===== src/rtl/lockdet_pkg.sv =====
package lockdet_pkg;

  // Verdict handed from the cycle judge to the run qualifier
  typedef enum logic [1:0] {
    EV_NONE = 2'd0,
    EV_GOOD = 2'd1,
    EV_BAD  = 2'd2
  } cyc_ev_e;

endpackage


===== src/rtl/err_width_meter.sv =====
module err_width_meter #(
  parameter int WIDTH_W = 8
) (
  input  logic               clk_i,
  input  logic               rst_n_i,
  input  logic               err_i,
  input  logic               clear_i,
  output logic [WIDTH_W-1:0] width_o
);

  localparam logic [WIDTH_W-1:0] W_MAX = {WIDTH_W{1'b1}};

  logic [WIDTH_W-1:0] w_q, w_d;
  logic               w_en;

  always_comb begin
    w_en = clear_i || (err_i && (w_q != W_MAX));
    if (clear_i) begin
      w_d = err_i ? WIDTH_W'(1) : '0;
    end else begin
      w_d = w_q + WIDTH_W'(1);
    end
  end

  always_ff @(posedge clk_i or negedge rst_n_i) begin
    if (!rst_n_i) begin
      w_q <= '0;
    end else if (w_en) begin
      w_q <= w_d;
    end
  end

  assign width_o = w_q;


  sat_hold_chk: assert property (@(posedge clk_i) disable iff (!rst_n_i)
    (w_q == W_MAX && !clear_i) |=> (w_q == W_MAX));


  width_step_chk: assert property (@(posedge clk_i) disable iff (!rst_n_i)
    (!clear_i && !err_i) |=> $stable(w_q));

endmodule


===== src/rtl/ref_timeout.sv =====
module ref_timeout #(
  parameter int TMO_W = 16
) (
  input  logic             clk_i,
  input  logic             rst_n_i,
  input  logic             strobe_i,
  input  logic [TMO_W-1:0] limit_i,
  output logic             expire_o
);

  localparam logic [TMO_W-1:0] T_MAX = {TMO_W{1'b1}};

  logic [TMO_W-1:0] t_q, t_d;
  logic             t_en;
  logic             expire;

  always_comb begin
    expire = !strobe_i && (t_q >= limit_i);
    t_en   = strobe_i || expire || (t_q != T_MAX);
    t_d    = (strobe_i || expire) ? '0 : (t_q + TMO_W'(1));
  end

  always_ff @(posedge clk_i or negedge rst_n_i) begin
    if (!rst_n_i) begin
      t_q <= '0;
    end else if (t_en) begin
      t_q <= t_d;
    end
  end

  assign expire_o = expire;


  no_early_expire_chk: assert property (@(posedge clk_i) disable iff (!rst_n_i)
    (strobe_i && limit_i != '0 && $stable(limit_i)) |=> (!expire_o || limit_i == '0 || !$stable(limit_i)));

endmodule


===== src/rtl/run_qualifier.sv =====
module run_qualifier
  import lockdet_pkg::*;
#(
  parameter int GOOD_RUN = 8
) (
  input  logic    clk_i,
  input  logic    rst_n_i,
  input  cyc_ev_e ev_i,
  output logic    lock_o
);

  localparam int CW = $clog2(GOOD_RUN + 1);
  localparam logic [CW-1:0] RUN_FULL = CW'(GOOD_RUN);
  localparam logic [CW-1:0] RUN_LAST = CW'(GOOD_RUN - 1);

  logic [CW-1:0] cnt_q, cnt_d;
  logic          lock_q, lock_d;
  logic          upd_en;

  always_comb begin
    upd_en = (ev_i != EV_NONE);
    cnt_d  = cnt_q;
    lock_d = lock_q;
    if (ev_i == EV_GOOD) begin
      cnt_d  = (cnt_q == RUN_FULL) ? cnt_q : (cnt_q + CW'(1));
      lock_d = lock_q || (cnt_q == RUN_LAST);
    end else if (ev_i == EV_BAD) begin
      cnt_d  = '0;
      lock_d = 1'b0;
    end
  end

  always_ff @(posedge clk_i or negedge rst_n_i) begin
    if (!rst_n_i) begin
      cnt_q  <= '0;
      lock_q <= 1'b0;
    end else if (upd_en) begin
      cnt_q  <= cnt_d;
      lock_q <= lock_d;
    end
  end

  assign lock_o = lock_q;


  lock_needs_run_chk: assert property (@(posedge clk_i) disable iff (!rst_n_i)
    lock_q |-> (cnt_q == RUN_FULL));


  rise_on_last_good_chk: assert property (@(posedge clk_i) disable iff (!rst_n_i)
    $rose(lock_q) |-> ($past(ev_i) == EV_GOOD && $past(cnt_q) == RUN_LAST));


  bad_drops_chk: assert property (@(posedge clk_i) disable iff (!rst_n_i)
    (ev_i == EV_BAD) |=> (!lock_q && cnt_q == '0));


  quiet_hold_chk: assert property (@(posedge clk_i) disable iff (!rst_n_i)
    (ev_i == EV_NONE) |=> ($stable(lock_q) && $stable(cnt_q)));

endmodule


===== src/rtl/phase_lock_monitor.sv =====
module phase_lock_monitor
  import lockdet_pkg::*;
#(
  parameter int WIDTH_W  = 8,
  parameter int TMO_W    = 16,
  parameter int GOOD_RUN = 8
) (
  input  logic               clk_i,
  input  logic               rst_n_i,
  input  logic               up_i,
  input  logic               dn_i,
  input  logic               strobe_i,
  input  logic [WIDTH_W-1:0] thresh_i,
  input  logic [TMO_W-1:0]   tmo_i,
  output logic               lock_o
);

  // asynchronous assertion, synchronised release
  logic [1:0] rst_sync_q;
  logic       rst_n;

  always_ff @(posedge clk_i or negedge rst_n_i) begin
    if (!rst_n_i) begin
      rst_sync_q <= 2'b00;
    end else begin
      rst_sync_q <= {rst_sync_q[0], 1'b1};
    end
  end

  assign rst_n = rst_sync_q[1];

  logic               err;
  logic               expire;
  logic               cyc_end;
  logic [WIDTH_W-1:0] width;
  cyc_ev_e            ev;

  assign err     = up_i || dn_i;
  assign cyc_end = strobe_i || expire;

  err_width_meter #(.WIDTH_W(WIDTH_W)) u_meter (
    .clk_i   (clk_i),
    .rst_n_i (rst_n),
    .err_i   (err),
    .clear_i (cyc_end),
    .width_o (width)
  );

  ref_timeout #(.TMO_W(TMO_W)) u_tmo (
    .clk_i    (clk_i),
    .rst_n_i  (rst_n),
    .strobe_i (strobe_i),
    .limit_i  (tmo_i),
    .expire_o (expire)
  );

  // Cycle judge: a strobe outranks a simultaneous timeout
  always_comb begin
    if (strobe_i) begin
      ev = (width <= thresh_i) ? EV_GOOD : EV_BAD;
    end else if (expire) begin
      ev = EV_BAD;
    end else begin
      ev = EV_NONE;
    end
  end

  run_qualifier #(.GOOD_RUN(GOOD_RUN)) u_qual (
    .clk_i   (clk_i),
    .rst_n_i (rst_n),
    .ev_i    (ev),
    .lock_o  (lock_o)
  );


  over_thresh_chk: assert property (@(posedge clk_i) disable iff (!rst_n)
    (strobe_i && width > thresh_i) |=> !lock_o);


  strobe_wins_chk: assert property (@(posedge clk_i) disable iff (!rst_n)
    (strobe_i && width <= thresh_i && lock_o) |=> lock_o);


  reset_low_chk: assert property (@(posedge clk_i)
    !rst_n |-> !lock_o);

endmodule


===== config.mk =====
export PLATFORM = sky130hd
export DESIGN_NAME = phase_lock_monitor
export DESIGN_NICKNAME = d
export VERILOG_FILES = /design/src/rtl/lockdet_pkg.sv /design/src/rtl/err_width_meter.sv /design/src/rtl/ref_timeout.sv /design/src/rtl/run_qualifier.sv /design/src/rtl/phase_lock_monitor.sv
export SDC_FILE = /design/constraint.sdc
export NUM_CORES = 1
export LEC_CHECK = 0
export BUFFER_PORTS_ARGS = -buffer_cell sky130_fd_sc_hd__buf_4
export CORE_MARGIN = 2
export CORE_UTILIZATION = 30
export DETAILED_ROUTE_END_ITERATION = 6
export RECOVER_POWER = 50
export SLEW_MARGIN = 30
export SYNTH_ARGS = -nofsm -noshare
export SYNTH_HDL_FRONTEND = slang
export SYNTH_SLANG_ARGS = --single-unit

===== constraint.sdc =====
create_clock -name clk_i -period 2.6 [get_ports clk_i]
set_clock_uncertainty 0.05 [all_clocks]
set_input_delay 0.13 -clock clk_i [delete_from_list [all_inputs] [get_ports clk_i]]
set_output_delay 0.13 -clock clk_i [all_outputs]
set_load 0.01 [all_outputs]

==> impl_metrics.prom, run 1 <==
# TYPE chip_impl_metric gauge
chip_impl_info{name="layout.cells.most_common_list",value="sky130_fd_sc_hd__buf_4 (47), sky130_fd_sc_hd__inv_1 (32), sky130_fd_sc_hd__dfrtp_1 (31), sky130_fd_sc_hd__nor2_1 (30), sky130_fd_sc_hd__ha_1 (26)"} 1
chip_impl_metric{name="synth-simple-area-share",unit=""} 0.226
chip_impl_metric{name="antenna_found_initial",unit=""} 0
chip_impl_metric{name="worstPathMaxFanout",unit=""} 4
chip_impl_metric{name="finalSetupViolations",unit=""} 0
chip_impl_metric{name="worst-endpoint-required",unit="ps"} 2710
chip_impl_metric{name="postRouteAntennaNets",unit=""} 0
chip_impl_metric{name="final_net_count",unit=""} 360
chip_impl_info{name="startpoint_type",value="register"} 1
chip_impl_metric{name="start_util",unit=""} 0.313
chip_impl_metric{name="clock-sinks",unit=""} 31
chip_impl_metric{name="worst_skew_pair.late_latency",unit="ps"} 280
chip_impl_metric{name="synth_cell_type_count",unit=""} 46
chip_impl_metric{name="ys_seq_area_frac",unit=""} 0.340
chip_impl_info{name="run_status",value="complete, but fails checks"} 1
chip_impl_metric{name="timing.hold.ws",unit="ps"} 113
chip_impl_metric{name="gp_congestion",unit=""} 0.773
chip_impl_metric{name="proportion_of_layout_cells_with_a_drive_suffix_above_1",unit=""} 0.241
chip_impl_metric{name="worstMarginPinSlew",unit="ps"} 1620
chip_impl_metric{name="postSynth.asyncResetShare",unit=""} 1.00
chip_impl_metric{name="post-route-period-util",unit=""} 0.956
chip_impl_metric{name="synth_area",unit="sq mm"} 0.00228
chip_impl_metric{name="power.total",unit="uW"} 1250
chip_impl_metric{name="clock_tree.htree_level_count",unit=""} 2
chip_impl_metric{name="diodes",unit=""} 0
chip_impl_metric{name="total_track_usage",unit=""} 0.121
chip_impl_info{name="path_class",value="reg -> reg"} 1
chip_impl_metric{name="die_h",unit="um"} 91.2
chip_impl_metric{name="synth_nets",unit=""} 305
chip_impl_metric{name="worstRegToRegCells",unit=""} 8
chip_impl_metric{name="final.min_clock_period",unit="ps"} 2480
chip_impl_info{name="ctsRootBufferMaster",value="sky130_fd_sc_hd__clkbuf_8"} 1
chip_impl_info{name="violations_in_the_final_reports",value="capacitance limit, slew limit"} 1
chip_impl_metric{name="arrival_time_of_data_at_the_critical_path_endpoint",unit="ps"} 2600
chip_impl_metric{name="pin_count_of_the_biggest_net_entering_global_routing",unit=""} 30
chip_impl_metric{name="drt_first_pass_iters",unit=""} 4
chip_impl_metric{name="floorplan.rows",unit=""} 31
chip_impl_metric{name="cellPowerDensity",unit="mW/mm^2"} 428
chip_impl_metric{name="grt-ovfl-total",unit=""} 0
chip_impl_metric{name="clkTransAtPathRegs",unit="ps"} 70
chip_impl_metric{name="maximum_capacitance_violations",unit=""} 1
chip_impl_metric{name="buffer_ports.inserted",unit=""} 29
chip_impl_metric{name="hold_vio_cnt_final",unit=""} 0
chip_impl_metric{name="grt_pass1_vias",unit=""} 1864
chip_impl_metric{name="number_of_storage_elements_in_the_synthesis_netlist",unit=""} 31
chip_impl_metric{name="synth_compound_area_frac",unit=""} 0.145
chip_impl_metric{name="area_growth",unit="%"} 27.7
chip_impl_metric{name="wire_per_inst",unit="um"} 11.8
chip_impl_metric{name="fp.coreArea",unit="sq mm"} 0.00729
chip_impl_info{name="kind_of_capture_point_of_the_worst_setup_path",value="register"} 1
chip_impl_metric{name="worst_slew_margin_rel",unit=""} -0.0811
chip_impl_info{name="crit-reg2reg-capture",value="u_qual.cnt_q[1]$_DFFE_PN0P_"} 1
chip_impl_info{name="mostFrequentLayoutCell",value="sky130_fd_sc_hd__buf_4"} 1
chip_impl_metric{name="die_x",unit="um"} 91.2
chip_impl_info{name="cts_tree",value="built"} 1
chip_impl_metric{name="dr_total_vias",unit=""} 1867
chip_impl_metric{name="dieArea",unit="sq mm"} 0.00831
chip_impl_info{name="synth_flop_cell",value="sky130_fd_sc_hd__dfrtp_1"} 1
chip_impl_metric{name="internal_reg_to_reg_setup_slack",unit="ps"} 120
chip_impl_metric{name="grt_first_pass_wirelength",unit="um"} 8320
chip_impl_metric{name="synthesis.area_per_instance",unit="sq um"} 9.23
chip_impl_metric{name="power.ir.vdd_worst",unit="uV"} 290
chip_impl_metric{name="yosys-mux-area-fraction",unit=""} 0.00878
chip_impl_metric{name="numCtsBuffers",unit=""} 5
chip_impl_metric{name="dr.first_iter.drc_count",unit=""} 61
chip_impl_metric{name="synthesis.instances",unit=""} 247
chip_impl_metric{name="vias_per_cell",unit=""} 4.64
chip_impl_metric{name="static-leakage-power",unit="uW"} 0.00142
chip_impl_metric{name="placed_area",unit="sq mm"} 0.00272
chip_impl_metric{name="yosys.area_share.adder",unit=""} 0.159
chip_impl_metric{name="layoutNonFillerInstCount",unit=""} 402
chip_impl_metric{name="synth_enable_flop_cells",unit=""} 0
chip_impl_metric{name="design_area",unit="sq mm"} 0.00291
chip_impl_info{name="synth_top_family_by_area",value="simple AND/OR/NAND/NOR gates"} 1
chip_impl_metric{name="post-route-drc-count",unit=""} 0
chip_impl_info{name="timing.hold.worst.class",value="in -> async"} 1
chip_impl_metric{name="fmax",unit="GHz"} 0.402
chip_impl_metric{name="wl",unit="um"} 4730
chip_impl_metric{name="ioPinCount",unit=""} 30
chip_impl_info{name="worst_r2r_startpoint",value="u_meter.width_o[1]$_DFFE_PN0P_"} 1
chip_impl_metric{name="synth_xor_xnor_area_share",unit=""} 0.0615
chip_impl_metric{name="yosys_warnings",unit=""} 0
chip_impl_metric{name="finalMaxSlewViolations",unit=""} 30
chip_impl_metric{name="clockBufferDepth",unit=""} 2
chip_impl_metric{name="hpwl",unit="um"} 3590
chip_impl_metric{name="dp_cells",unit=""} 387
chip_impl_metric{name="finalCoreUtilization",unit=""} 0.399
==> how the worst max path moves through the flow <==
| stage | endpoint | slack [ps] | from | cells after the start |
|---|---|---|---|---|
| floorplan | u_qual.cnt_q[0]$_DFFE_PN0P_ | 10 | u_tmo.t_q[10]$_DFFE_PN0P_ | 10 |
| CTS | u_qual.cnt_q[1]$_DFFE_PN0P_ | 90 | u_meter.width_o[5]$_DFFE_PN0P_ | 7 |
| finish | u_qual.cnt_q[1]$_DFFE_PN0P_ | 120 | u_meter.width_o[1]$_DFFE_PN0P_ | 8 |
| global route | u_qual.cnt_q[1]$_DFFE_PN0P_ | -3 | u_meter.width_o[5]$_DFFE_PN0P_ | 7 |
| global placement | u_qual.cnt_q[1]$_DFFE_PN0P_ | 120 | u_meter.width_o[5]$_DFFE_PN0P_ | 7 |
| detailed placement | u_qual.cnt_q[1]$_DFFE_PN0P_ | 110 | u_meter.width_o[5]$_DFFE_PN0P_ | 7 |
==> power breakdown <==
group / leakage, uW / switching (uW) / internal, uW / total, uW
clock: 0.0000422 / 176 / 188 / 363
combinational: 0.000963 / 145 / 146 / 291
sequential: 0.000414 / 62.0 / 529 / 591
==> registers in the layout, summed over array words and instances, names as in the netlist <==
| name | flops |
|---|---|
| u_qual.cnt_q | 4 |
| u_qual.lock_o | 1 |
| rst_sync_q | 2 |
| u_tmo.t_q | 16 |
| u_meter.width_o | 8 |
==> repair_timing <==
action / CTS / global route
endpoints found under the setup margin: 0 / 4
endpoints found under the hold margin: 2 / 0
hold buffers: 1 / 0
setup buffers: 0 / 6
resized for setup: 0 / 9
==> kinds of logic after synthesis <==
family	after synthesis
and+or+nand+nor	89
buffers and inverters	34
AOI/OAI and AO/OA	45
other	1
adders and majority gates	29
muxes	2
DFF	31
xor gates and xnor gates	16
==> area by class of cell <==
type	count	area, sq um
Clock buffer	7	76.3
Clock inverter	1	5.00
Fill cell	779	4380
Inverter	32	120
Multi-Input combinational cell	182	1440
Sequential cell	31	776
Tap cell	99	124
Timing Repair Buffer	50	370
==> critical path: stages (launching register included) <==
cell	delay, ps
sky130_fd_sc_hd__dfrtp_1	420
sky130_fd_sc_hd__ha_1	320
sky130_fd_sc_hd__a21oi_1	70
sky130_fd_sc_hd__o21a_1	190
sky130_fd_sc_hd__o311ai_4	400
sky130_fd_sc_hd__nand2_2	120
sky130_fd_sc_hd__ha_4	180
sky130_fd_sc_hd__o41a_1	470
sky130_fd_sc_hd__o2bb2ai_1	150
==> cells in the mapped netlist, types with 3 or more instances <==
cell type / number / share of area
sky130_fd_sc_hd__o21a_1: 3 / 0.0099
sky130_fd_sc_hd__xor2_1: 7 / 0.027
sky130_fd_sc_hd__a211oi_1: 4 / 0.013
sky130_fd_sc_hd__ha_1: 29 / 0.16
sky130_fd_sc_hd__nor2_1: 30 / 0.049
sky130_fd_sc_hd__dfrtp_1: 31 / 0.34
sky130_fd_sc_hd__o21ai_0: 6 / 0.013
sky130_fd_sc_hd__o2bb2ai_1: 4 / 0.015
sky130_fd_sc_hd__nand3_1: 8 / 0.018
sky130_fd_sc_hd__inv_1: 32 / 0.053
sky130_fd_sc_hd__a21oi_1: 11 / 0.024
sky130_fd_sc_hd__xnor2_1: 9 / 0.035
sky130_fd_sc_hd__nand2_1: 14 / 0.023
sky130_fd_sc_hd__nor3_1: 7 / 0.015
sky130_fd_sc_hd__nand4_1: 9 / 0.025
==> routing by layer <==
metal	vias up	GRT usage	wire length (um)
li1	988	-	-
met1	853	0.169	2460
met2	21	0.189	2080
met3	5	0.0274	134
met4	0	0.0341	54
met5	-	0	0
==> stage by stage <==
| stage | setup TNS (ps) | worst slack, ps |
|---|---|---|
| CTS | 0 | 86.1 |
| global placement | 0 | 121 |
| detailed placement | 0 | 107 |
| finish | 0 | 115 |
| global route | -2.73 | -2.73 |
| floorplan | 0 | 10.2 |
Power figures use the tool's default switching activity.
==> inputs of run 2 (changes only) <==
--- a/config.mk
+++ b/config.mk
@@ -5,7 +5,7 @@
 export SDC_FILE = /design/constraint.sdc
 export NUM_CORES = 1
 export LEC_CHECK = 0
-export BUFFER_PORTS_ARGS = -buffer_cell sky130_fd_sc_hd__buf_4
+export BUFFER_PORTS_ARGS = -buffer_cell sky130_fd_sc_hd__buf_2
 export CORE_MARGIN = 2
 export CORE_UTILIZATION = 30
 export DETAILED_ROUTE_END_ITERATION = 6
==> constraint.sdc (replaced) <==
create_clock -name clk_i -period 2.9 [get_ports clk_i]
set_clock_uncertainty 0.05 [all_clocks]
set_input_delay 0.145 -clock clk_i [delete_from_list [all_inputs] [get_ports clk_i]]
set_output_delay 0.145 -clock clk_i [all_outputs]
set_load 0.01 [all_outputs]
==> run 2 against run 1 <==
The run still ends with capacitance limit, slew limit left. Count of clock-buffer cells in the layout increased by 1. Setup slack better by 160 ps. Maximum frequency decreased by 5.5%. Die area is the same. Critical path depth increased by 1. Combinational power fell by 22%.
==> impl_metrics.prom, run 2 (synthesis results as in run 1) <==
# TYPE chip_impl_metric gauge
chip_impl_metric{name="start_util",unit=""} 0.313
chip_impl_metric{name="static-leakage-power",unit="uW"} 0.00131
chip_impl_metric{name="dr_total_vias",unit=""} 1823
chip_impl_info{name="critical_path.most_common_cell",value="sky130_fd_sc_hd__ha_1"} 1
chip_impl_metric{name="wl",unit="um"} 4530
chip_impl_metric{name="post_cts_buffers",unit=""} 0
chip_impl_metric{name="dr.first_iter.drc_count",unit=""} 91
chip_impl_info{name="cts_tree",value="built"} 1
chip_impl_metric{name="wire_per_inst",unit="um"} 11.8
chip_impl_metric{name="grt_first_pass_wirelength",unit="um"} 7870
chip_impl_metric{name="pin_count_of_the_biggest_net_entering_global_routing",unit=""} 30
chip_impl_metric{name="max_ffs_per_register",unit=""} 16
chip_impl_info{name="kind_of_capture_point_of_the_worst_setup_path",value="register"} 1
chip_impl_metric{name="total_track_usage",unit=""} 0.118
chip_impl_info{name="worst_r2r_startpoint",value="u_tmo.t_q[10]$_DFFE_PN0P_"} 1
chip_impl_metric{name="arrival_time_of_data_at_the_critical_path_endpoint",unit="ps"} 2750
chip_impl_metric{name="ctsHoldBuffers",unit=""} 1
chip_impl_metric{name="area_growth",unit="%"} 17.0
chip_impl_metric{name="layoutNonFillerInstCount",unit=""} 385
chip_impl_metric{name="power.ir.vdd_worst",unit="uV"} 147
chip_impl_info{name="timing.hold.worst.class",value="in -> async"} 1
chip_impl_metric{name="numCtsBuffers",unit=""} 5
chip_impl_metric{name="final_net_count",unit=""} 343
chip_impl_metric{name="proportion_of_layout_cells_with_a_drive_suffix_above_1",unit=""} 0.178
chip_impl_metric{name="ioPinCount",unit=""} 30
chip_impl_metric{name="hpwl",unit="um"} 3510
chip_impl_metric{name="buffer_ports.inserted",unit=""} 29
chip_impl_metric{name="final.fill_count",unit=""} 767
chip_impl_metric{name="final.min_clock_period",unit="ps"} 2630
chip_impl_metric{name="clkTransAtPathRegs",unit="ps"} 70
chip_impl_metric{name="clock_tree.htree_level_count",unit=""} 2
chip_impl_metric{name="hold_vio_cnt_final",unit=""} 0
chip_impl_metric{name="cellPowerDensity",unit="mW/mm^2"} 424
chip_impl_metric{name="worst-endpoint-required",unit="ps"} 3020
chip_impl_metric{name="timing.critical_path.slowest_cell_delay",unit="ps"} 510
chip_impl_metric{name="grt-ovfl-total",unit=""} 0
chip_impl_metric{name="worstPathMaxFanout",unit=""} 7
chip_impl_info{name="cpMaxStageDelayCell",value="sky130_fd_sc_hd__o41a_1"} 1
chip_impl_info{name="registers.top_by_ff_count",value="u_tmo.t_q"} 1
chip_impl_metric{name="final.setup.tns",unit="ps"} 0
chip_impl_info{name="grt_setup_unrepaired",value="false"} 1
chip_impl_info{name="violations_in_the_final_reports",value="capacitance limit, slew limit"} 1
chip_impl_info{name="ctsRootBufferMaster",value="sky130_fd_sc_hd__clkbuf_8"} 1
chip_impl_metric{name="vias_per_cell",unit=""} 4.74
chip_impl_metric{name="floorplan.rows",unit=""} 31
chip_impl_metric{name="worst_skew_pair.late_latency",unit="ps"} 280
chip_impl_metric{name="die_x",unit="um"} 91.2
chip_impl_metric{name="finalSetupViolations",unit=""} 0
chip_impl_metric{name="clockBufferDepth",unit=""} 2
chip_impl_metric{name="cts_resized",unit=""} 0
chip_impl_info{name="startpoint_type",value="register"} 1
chip_impl_metric{name="post-route-period-util",unit=""} 0.906
chip_impl_metric{name="antenna_found_initial",unit=""} 0
chip_impl_metric{name="diodes",unit=""} 0
chip_impl_info{name="path_class",value="reg -> reg"} 1
chip_impl_metric{name="grt_pass1_vias",unit=""} 1731
chip_impl_metric{name="maximum_capacitance_violations",unit=""} 1
chip_impl_info{name="launch_point_of_the_critical_path",value="u_tmo.t_q[10]$_DFFE_PN0P_"} 1
chip_impl_info{name="layout.cells.most_common_list",value="sky130_fd_sc_hd__inv_1 (32), sky130_fd_sc_hd__dfrtp_1 (31), sky130_fd_sc_hd__nor2_1 (30), sky130_fd_sc_hd__ha_1 (29), sky130_fd_sc_hd__buf_2 (28)"} 1
chip_impl_info{name="critical_path.cell_chain",value="ha_1 > and4_1 > o21ai_0 > or2_1 > o21ai_1 > nand2_1 > ha_1 > o41a_1 > o2bb2ai_1"} 1
chip_impl_metric{name="finalMaxSlewViolations",unit=""} 30
chip_impl_metric{name="postRouteAntennaNets",unit=""} 0
chip_impl_info{name="mostFrequentLayoutCell",value="sky130_fd_sc_hd__inv_1"} 1
chip_impl_metric{name="fmax",unit="GHz"} 0.380
chip_impl_metric{name="dieArea",unit="sq mm"} 0.00831
chip_impl_metric{name="post-route-drc-count",unit=""} 0
chip_impl_metric{name="worst_slew_margin_rel",unit=""} -0.0890
chip_impl_metric{name="clock-sinks",unit=""} 31
chip_impl_metric{name="gp_congestion",unit=""} 0.787
chip_impl_info{name="run_status",value="complete, but fails checks"} 1
chip_impl_metric{name="fp.coreArea",unit="sq mm"} 0.00729
chip_impl_metric{name="die_h",unit="um"} 91.2
chip_impl_metric{name="worstMarginPinSlew",unit="ps"} 1630
chip_impl_metric{name="dp_cells",unit=""} 376
chip_impl_metric{name="drt_first_pass_iters",unit=""} 4
## run 2: cell types whose count changed in the layout (fill, tap and decap cells not counted), moves of 2 or more
cell                       before  now
sky130_fd_sc_hd__clkbuf_8       5    7
sky130_fd_sc_hd__ha_4           3    0
sky130_fd_sc_hd__buf_2          0   28
sky130_fd_sc_hd__o21ai_0        4    6
sky130_fd_sc_hd__buf_4         47    2
sky130_fd_sc_hd__ha_1          26   29
## run 2: worst paths after layout
path | endpoint | slack (ps) | cells past startpoint
max in group asynchronous | u_tmo.t_q[10]$_DFFE_PN0P_ | 1160 | 1
min in group clk_i | u_meter.width_o[0]$_DFFE_PN0P_ | 180 | 3
min | rst_sync_q[1]$_DFF_PN0_ | 130 | 2
max reg2reg | u_qual.cnt_q[1]$_DFFE_PN0P_ | 270 | 9
min reg2reg | rst_sync_q[1]$_DFF_PN0_ | 300 | 0
max | u_qual.cnt_q[1]$_DFFE_PN0P_ | 270 | 9
## run 2: cell type report
| class | instances | area, sq um | area share |
|---|---|---|---|
| inverters | 32 | 120 | 0.0450 |
| well taps | 99 | 124 | 0.0465 |
| clock buffers | 8 | 100 | 0.0375 |
| multi-input cells | 182 | 1370 | 0.515 |
| repair buffers | 33 | 173 | 0.0648 |
| flip-flops and latches | 31 | 776 | 0.291 |
## run 2: power by group
group          switching (uW)  internal (uW)
logic                     118            109
clock network             157            216
registers                57.2            474
total                     332            800
## run 2: metrics by stage
stage	cell area [sq um]	power (uW)	hold slack, ps	util	setup slack, ps
2_1_floorplan	2280	692	-201	-	188
3_3_place_gp	2560	763	-117	0.351	307
3_5_place_dp	2560	766	-116	0.351	253
4_1_cts	2670	1150	109	0.366	237
5_1_grt	2670	1210	113	0.366	79.9
6_report	2670	1130	132	0.366	272
## run 2: metal layers
metal	share of wire	GRT usage
met4	0.011	0.0404
met2	0.45	0.177
met3	0.030	0.0365
met1	0.51	0.159
met5	0	0
## run 2: worst max-delay path: cells and delay by family (launching register included)
kind	cells	cell delay [ps]
simple gates	3	510
compound gates	4	920
flops	1	440
fa+ha+maj	2	590
